[src/rtl/mbx_irq_pkg.sv]
package mbx_irq_pkg;
    typedef enum logic {
        MBX_IDLE    = 1'b0,
        MBX_PENDING = 1'b1
    } mbx_state_e;

    localparam int unsigned PORT_L = 0;
    localparam int unsigned PORT_R = 1;
    localparam int unsigned NPORTS = 2;
endpackage

[src/rtl/mbx_port_decode.sv]
module mbx_port_decode #(
    parameter int unsigned AW       = 15,
    parameter int unsigned OWN_BOX  = 0,
    parameter int unsigned PEER_BOX = 1
) (
    input  logic          ce,
    input  logic          we,
    input  logic [AW-1:0] addr,
    output logic          post_peer,
    output logic          ack_own
);
    localparam logic [AW-1:0] OWN_A  = AW'(OWN_BOX);
    localparam logic [AW-1:0] PEER_A = AW'(PEER_BOX);

    always_comb begin
        post_peer = ce && we && (addr == PEER_A);
        ack_own   = ce && !we && (addr == OWN_A);
    end
endmodule

[src/rtl/mbx_flag_fsm.sv]
module mbx_flag_fsm
    import mbx_irq_pkg::*;
(
    input  logic clk,
    input  logic rst_n,
    input  logic post,
    input  logic ack,
    output logic irq_n
);
    mbx_state_e state_q, state_d;

    always_ff @(posedge clk or negedge rst_n) begin
        if (!rst_n) state_q <= MBX_IDLE;
        else        state_q <= state_d;
    end

    always_comb begin
        state_d = state_q;
        unique case (state_q)
            MBX_IDLE:    if (post) state_d = MBX_PENDING;
            MBX_PENDING: if (ack && !post) state_d = MBX_IDLE;
            default:     state_d = MBX_IDLE;
        endcase
    end

    always_comb begin
        unique case (state_q)
            MBX_PENDING: irq_n = 1'b0;
            default:     irq_n = 1'b1;
        endcase
    end
endmodule

[src/rtl/mbx_irq_top.sv]
module mbx_irq_top
    import mbx_irq_pkg::*;
#(
    parameter int unsigned DEPTH = 32768,
    parameter int unsigned DW    = 8,
    localparam int unsigned AW   = $clog2(DEPTH)
) (
    input  logic          clk,
    input  logic          rst_n,
    input  logic          l_ce,
    input  logic          l_we,
    input  logic [AW-1:0] l_addr,
    input  logic [DW-1:0] l_wdata,
    output logic [DW-1:0] l_rdata,
    output logic          l_irq_n,
    input  logic          r_ce,
    input  logic          r_we,
    input  logic [AW-1:0] r_addr,
    input  logic [DW-1:0] r_wdata,
    output logic [DW-1:0] r_rdata,
    output logic          r_irq_n,
    output logic          arr_l_ce,
    output logic          arr_l_we,
    output logic [AW-1:0] arr_l_addr,
    output logic [DW-1:0] arr_l_wdata,
    input  logic [DW-1:0] arr_l_rdata,
    output logic          arr_r_ce,
    output logic          arr_r_we,
    output logic [AW-1:0] arr_r_addr,
    output logic [DW-1:0] arr_r_wdata,
    input  logic [DW-1:0] arr_r_rdata
);
    localparam int unsigned BOX_L = DEPTH - 2;
    localparam int unsigned BOX_R = DEPTH - 1;

    logic [NPORTS-1:0]          ce_v, we_v, post_v, ack_v, irq_n_v;
    logic [NPORTS-1:0][AW-1:0]  addr_v;

    always_comb begin
        ce_v[PORT_L]   = l_ce;
        we_v[PORT_L]   = l_we;
        addr_v[PORT_L] = l_addr;
        ce_v[PORT_R]   = r_ce;
        we_v[PORT_R]   = r_we;
        addr_v[PORT_R] = r_addr;
    end

    for (genvar p = 0; p < NPORTS; p++) begin : g_port
        localparam int unsigned OWN  = (p == PORT_L) ? BOX_L : BOX_R;
        localparam int unsigned PEER = (p == PORT_L) ? BOX_R : BOX_L;

        mbx_port_decode #(.AW(AW), .OWN_BOX(OWN), .PEER_BOX(PEER)) dec_i (
            .ce        (ce_v[p]),
            .we        (we_v[p]),
            .addr      (addr_v[p]),
            .post_peer (post_v[p]),
            .ack_own   (ack_v[p])
        );

        mbx_flag_fsm flag_i (
            .clk   (clk),
            .rst_n (rst_n),
            .post  (post_v[NPORTS-1-p]),
            .ack   (ack_v[p]),
            .irq_n (irq_n_v[p])
        );
    end

    assign l_irq_n = irq_n_v[PORT_L];
    assign r_irq_n = irq_n_v[PORT_R];

    assign arr_l_ce    = l_ce;
    assign arr_l_we    = l_we;
    assign arr_l_addr  = l_addr;
    assign arr_l_wdata = l_wdata;
    assign l_rdata     = arr_l_rdata;
    assign arr_r_ce    = r_ce;
    assign arr_r_we    = r_we;
    assign arr_r_addr  = r_addr;
    assign arr_r_wdata = r_wdata;
    assign r_rdata     = arr_r_rdata;
endmodule

[config.mk]
export PLATFORM = sky130hd
export DESIGN_NAME = mbx_irq_top
export DESIGN_NICKNAME = d
export VERILOG_FILES = /design/src/rtl/mbx_irq_pkg.sv /design/src/rtl/mbx_port_decode.sv /design/src/rtl/mbx_flag_fsm.sv /design/src/rtl/mbx_irq_top.sv
export SDC_FILE = /design/constraint.sdc
export NUM_CORES = 1
export LEC_CHECK = 0
export BUFFER_PORTS_ARGS = -buffer_cell sky130_fd_sc_hd__buf_2
export CAP_MARGIN = 0
export CORE_MARGIN = 10
export CORE_UTILIZATION = 25
export CTS_CLUSTER_DIAMETER = 120
export DETAILED_ROUTE_END_ITERATION = 16
export PLACE_DENSITY = 0.88
export SLEW_MARGIN = 20
export SYNTH_ARGS = -nofsm -noshare
export SYNTH_HDL_FRONTEND = slang
export SYNTH_HIERARCHICAL = 1
export SYNTH_SLANG_ARGS = --single-unit
[constraint.sdc]
create_clock -name clk -period 0.9 [get_ports clk]
set_clock_uncertainty 0.1 [all_clocks]
set_input_delay 0.18 -clock clk [delete_from_list [all_inputs] [get_ports clk]]
set_output_delay 0.18 -clock clk [all_outputs]
set_load 0.005 [all_outputs]
==> Word-level counts from Yosys, hierarchy flattened <==
Cells that the tools add are included.
{ "word_totals": {"register_bits": 2, "latch_bits": 0, "ramBits": 0, "mem_bits_ro": 0, "input_bits": 68, "out_inout_bits": 68, "word_cells": 30, "n_memories": 0} }
{ "op_classes": {"add_sub_neg": 0, "multipliers": 0, "n_div": 0, "n_lt_le_gt_ge": 0, "n_eq_ne": 4, "shift": 0, "mux": 8, "bitwise": 2, "reduce_logical": 14} }
{ "ops": {"columns": ["op", "n"], "rows": [
  ["equality test 15 bit, second input constant", 4],
  ["logical AND 1 bit", 10],
  ["two-way mux 1 bit", 6],
  ["logical NOT 1 bit", 4],
  ["one-hot mux 1 bit (2 select lines)", 2],
  ["inverter 1 bit", 2]
]} }

==> Depth between registers and ports, before layout <==
{ "depth": {"word_depth": 6, "depth_mapped": 4, "mapped_depth_nobuf": 4} }

==> Modules after synthesis <==
The synthesis kept the hierarchy.
{ "by_module_without_submodules": {"columns": ["module", "instances", "cells_each", "area_per_inst_um2", "seq_area_each_um2"], "rows": [
  ["mbx_irq_top", 1, 66, 495.5, 0.0],
  ["mbx_flag_fsm", 2, 3, 40.0, 25.0],
  ["mbx_port_decode at g_port[0].dec_i", 1, 7, 50.0, 0.0],
  ["mbx_port_decode at g_port[1].dec_i", 1, 7, 47.5, 0.0]
]} }

==> Least setup slack after synthesis <==
OpenSTA, ideal clock, no wires.
{ "synth_path": {"path_type": "input to register", "from": "input l_addr[7]", "to": "register g_port[0].flag_i.state_q", "setup_ns": 0.124, "arrival_time_ns": 0.798, "t_required_ns": 0.676, "setup_slack_ns": -0.122, "path_stages": 4, "n_path_buf": 0, "path_cell_list": "nand4_1 -> nor4_1 -> nor3b_2 -> o21bai_2"} }
{ "synth_via": {"elab_chain_len": 5} }
{ "synth_rtl": {"columns": ["item", "line_no", "text"], "rows": [
  ["start: declaration", "mbx_irq_top.sv:12", "input logic [AW-1:0] l_addr,"],
  ["equality test 15 bit", "mbx_port_decode.sv:17", "ack_own = ce && !we && (addr == OWN_A);"],
  ["logical AND 1 bit", "mbx_port_decode.sv:17", null],
  ["net ack_v[0]", "mbx_irq_top.sv:36", "logic [NPORTS-1:0] ce_v, we_v, post_v, ack_v, irq_n_v;"],
  ["logical AND 1 bit", "mbx_flag_fsm.sv:21", "MBX_PENDING: if (ack && !post) state_d = MBX_IDLE;"],
  ["two-way mux 1 bit", "mbx_flag_fsm.sv:21", null],
  ["one-hot mux 1 bit (2 select lines)", "mbx_flag_fsm.sv:19", "unique case (state_q)"],
  ["net g_port[0].flag_i.state_d", "mbx_flag_fsm.sv:10", "mbx_state_e state_q, state_d;"],
  ["end signal: assignment", "mbx_flag_fsm.sv:14", "else state_q <= state_d;"],
  ["end: declaration", "mbx_flag_fsm.sv:10", null]
]} }
The timed path passes the listed nets, and every way through them passes these cells.

==> Final worst setup path <==
{ "layout_path": {"from": "register g_port[0].flag_i.state_q", "to": "output l_irq_n"} }
{ "layout_via": {"elab_chain_len": 1} }
{ "layout_rtl": {"columns": ["item", "line_no", "text"], "rows": [
  ["two-way mux 1 bit", "mbx_flag_fsm.sv:27", "unique case (state_q)"],
  ["end: declaration", "mbx_irq_top.sv:15", "output logic l_irq_n,"]
]} }
No other way between the ends.

==> key figures <==
Cells and area
  – Biggest registers after layout: g_port.flag_i/state_q (2)
  – Final cell count without fillers: 128
  – Final #Nets: 168
  – Share of post-route cells with drive strength above 1: about nine tenths
  – Synth-to-layout area growth: 5.58%
  – Final Instance Area: approximately 710 sq um
  – Max reg flops: 2
  – Final Util: 28.2%
  – Biggest register: g_port.flag_i/state_q
  – Diode count: 0

Timing
  – Final WS setup: -0.125 ns
  – Tmin final: between 1 and 1.5 ns
  – Slew margin rel.: between 80% and 90%
  – Least-Margin Pin Slew: approximately 0.24 ns
  – Final Cycle Share: 114%
  – Final Max Tran Viols: 0
  – RSZ-0062 raised after global routing: yes
  – Fmax: a little under 1000 MHz
  – Post-route setup TNS: -0.297 ns
  – Final setup violation count: 4
  – Final Hold Fails: 0

Floorplanning
  – Ports: 136
  – Chip height: just over 70 um
  – Initial Util: 26.7%
  – Die width: 71.9 um
  – Core Rows: 18
  – Core Area: ~0.0025 sq mm
  – DIE AREA: 0.00517 sq mm

Routing
  – DRC errors left: 0
  – First-pass DRT Iterations: 4
  – Initial DRC count: 4
  – Vias: about 520
  – Routed WL per cell: about 17 um
  – Antenna-violating nets left: 0
  – Vias per inst: around 4
  – WL final: around 2200 um

Pwr
  – Combinational cell fraction of total power: a little over two fifths
  – Net Sw Frac: between 20 and 30%
  – Sequential fraction of design power: 17.6%
  – Pleak: 0.402 nW
  – Internal Power: 372 uW
  – Sw Pwr: 142 uW
  – Clock power share: 38.5%
  – Pwr dens: 724 mW/mm^2
  – Max VDD drop: 0.000283 V

Logic synthesis
  – Post-synth ARST share: 100%
  – Count of different cell masters after synthesis: 10
  – Synth Flop Type: dfrtp_1
  – Most common cell in the netlist: buf_4
  – Synthesized area: between 600 and 700 sq um
  – Sequential fraction of the synthesis area: 7.43%
  – Mapped Cells: between 80 and 90
  – Area share of the largest cell type after synthesis: 73.6%
  – Ranking of synthesized cells by area: buf_4, dfrtp_1, nand4_1
  – Post-synth top cells: buf_4, nand4_1
  – Number of synthesized flops with an enable pin: 0
  – Syn nets: roughly 150
  – Syn_area_per_cell: 7.83 sq um
  – Synth Warn #: 6
  – Flops & latches, synth: 2
  – Cell taking the most area after synthesis: buf_4

Hold path
  – WHS Path Cells: 3
  – Hold Crit Class: in -> reg

Worst setup path
  – Critical Path Sink Type: primary output
  – Kind of critical path: reg -> out
  – R2r endpoint: g_port[1].flag_i/state_q
  – Reg-to-reg slack, setup: 0 ns
  – Startpoint types: flop
  – Crit path arrival time: ~0.74 ns
  – FF-to-FF Start: g_port[1].flag_i/state_q
  – Required time worst endpoint: slightly above 0.6 ns
  – CP startpoint: g_port[0].flag_i/state_q
  – Setup crit end: l_irq_n
  – Max FO, Critical Path: 2
  – FF-to-FF path depth: 4

Flow run
  – Max_cap viols: 0

Placed design
  – Cells after DPL: between 100 and 150
  – Placed Area: approximately 570 sq um
  – Detailed Place HPWL: just under 2000 um
  – Global placer's final weighted congestion: 0.669
  – Port bufs: 71

Global route
  – First-pass GRT wire length: a little over 3000 um
  – GRT Total Usage: ~7.2%
  – Largest net degree at the start of global routing: 4
  – Vias in the first global route: between 600 and 700
  – Initial antenna violation count: 0
  – GRT overflow: 0

Clocking
  – CTS tree: yes
  – CTS Sinks: 2
  – Clock Pin Slew Worst Setup and Hold Paths: roughly 0.030 ns
  – CTS root buffer: clkbuf_4
  – CTS buffer count: 3
  – Worst-Skew Late Latency: approximately 0.23 ns
  – Clock buffer depth: 2
  – H-tree Lvls: 1

Outcome
  – Failing checks: negative setup slack
  – Outcome: finished, violations left
-- logic make-up after synthesis --
| kind of cell | Yosys count | share of synthesized area, % |
|---|---|---|
| buf+inv | 68 | 74.7 |
| simple gates | 14 | 14.5 |
| compound gates | 2 | 3.35 |
| flops | 2 | 7.44 |
-- how the worst min path moves through the flow --
| stage | to | start |
|---|---|---|
| 2_1_floorplan | g_port[0].flag_i/state_q | rst_n |
| 5_1_grt | g_port[0].flag_i/state_q | l_addr[0] |
| 6_report | g_port[0].flag_i/state_q | l_addr[0] |
| 3_5_place_dp | g_port[1].flag_i/state_q | rst_n |
| 4_1_cts | g_port[0].flag_i/state_q | l_addr[0] |
| 3_3_place_gp | g_port[1].flag_i/state_q | rst_n |
-- per-layer routing --
metal | wire length [um] | vias to the layer above | share of wire (%) | track usage [%]
met5 | 0 | - | 0 | 0
met4 | 58 | 0 | 2.7 | 4.30
met3 | 289 | 14 | 13 | 3.95
met2 | 1210 | 39 | 55 | 13.6
met1 | 623 | 229 | 29 | 5.63
li1 | - | 239 | - | -
-- critical path, stage by stage (launching register included) --
cell     delay [ns]
dfrtp_1        0.37
inv_2          0.07
buf_6          0.09
-- power by group through the flow --
stage	registers [mW]	logic, mW	clock network (mW)
3_3_place_gp	0.0916	0.198	0
5_1_grt	0.0907	0.249	0.207
3_5_place_dp	0.0916	0.200	0
4_1_cts	0.0907	0.222	0.205
2_1_floorplan	0.0917	0.245	0
6_report	0.0907	0.225	0.198
-- repair_timing --
item,4_1_cts,5_1_grt
gates resized for setup,9,5
setup buffers,2,1
hold endpoints to repair,2,0
endpoints found under the setup margin,4,4
pin swaps,1,1
hold buffers,1,0
-- final cells by class --
class                      count  area, sq um
fill                         272         1810
sequential                     2         50.0
clock buffer                   3         22.5
multi-input combinational     16          143
timing repair buffer          75          450
tap                           30         37.5
inverter                       2         7.51
-- through the flow --
step | power [mW] | setup slack, ns | hold WS (ns)
global placement | 0.289 | -0.362 | -0.134
finish | 0.514 | -0.125 | 0.144
global route | 0.546 | -0.151 | 0.177
floorplan | 0.337 | -0.108 | -0.216
detailed placement | 0.292 | -0.376 | -0.128
CTS | 0.517 | -0.132 | 0.147
-- layout by cell type, fill, tap and decap left out --
master / netlist / final
buf_2: 0 / 61
buf_6: 0 / 10
nand4_1: 6 / 6
clkbuf_4: 0 / 3
buf_4: 66 / 3
nand3_2: 0 / 2
nor4_2: 0 / 2
inv_2: 2 / 2
o21bai_2: 2 / 2
dfrtp_1: 2 / 2
and3b_1: 2 / 2
and3_2: 1 / 1
nor3b_2: 1 / 1
dlygate4sd3_1: 0 / 1
(Power assumes the default switching activity.)
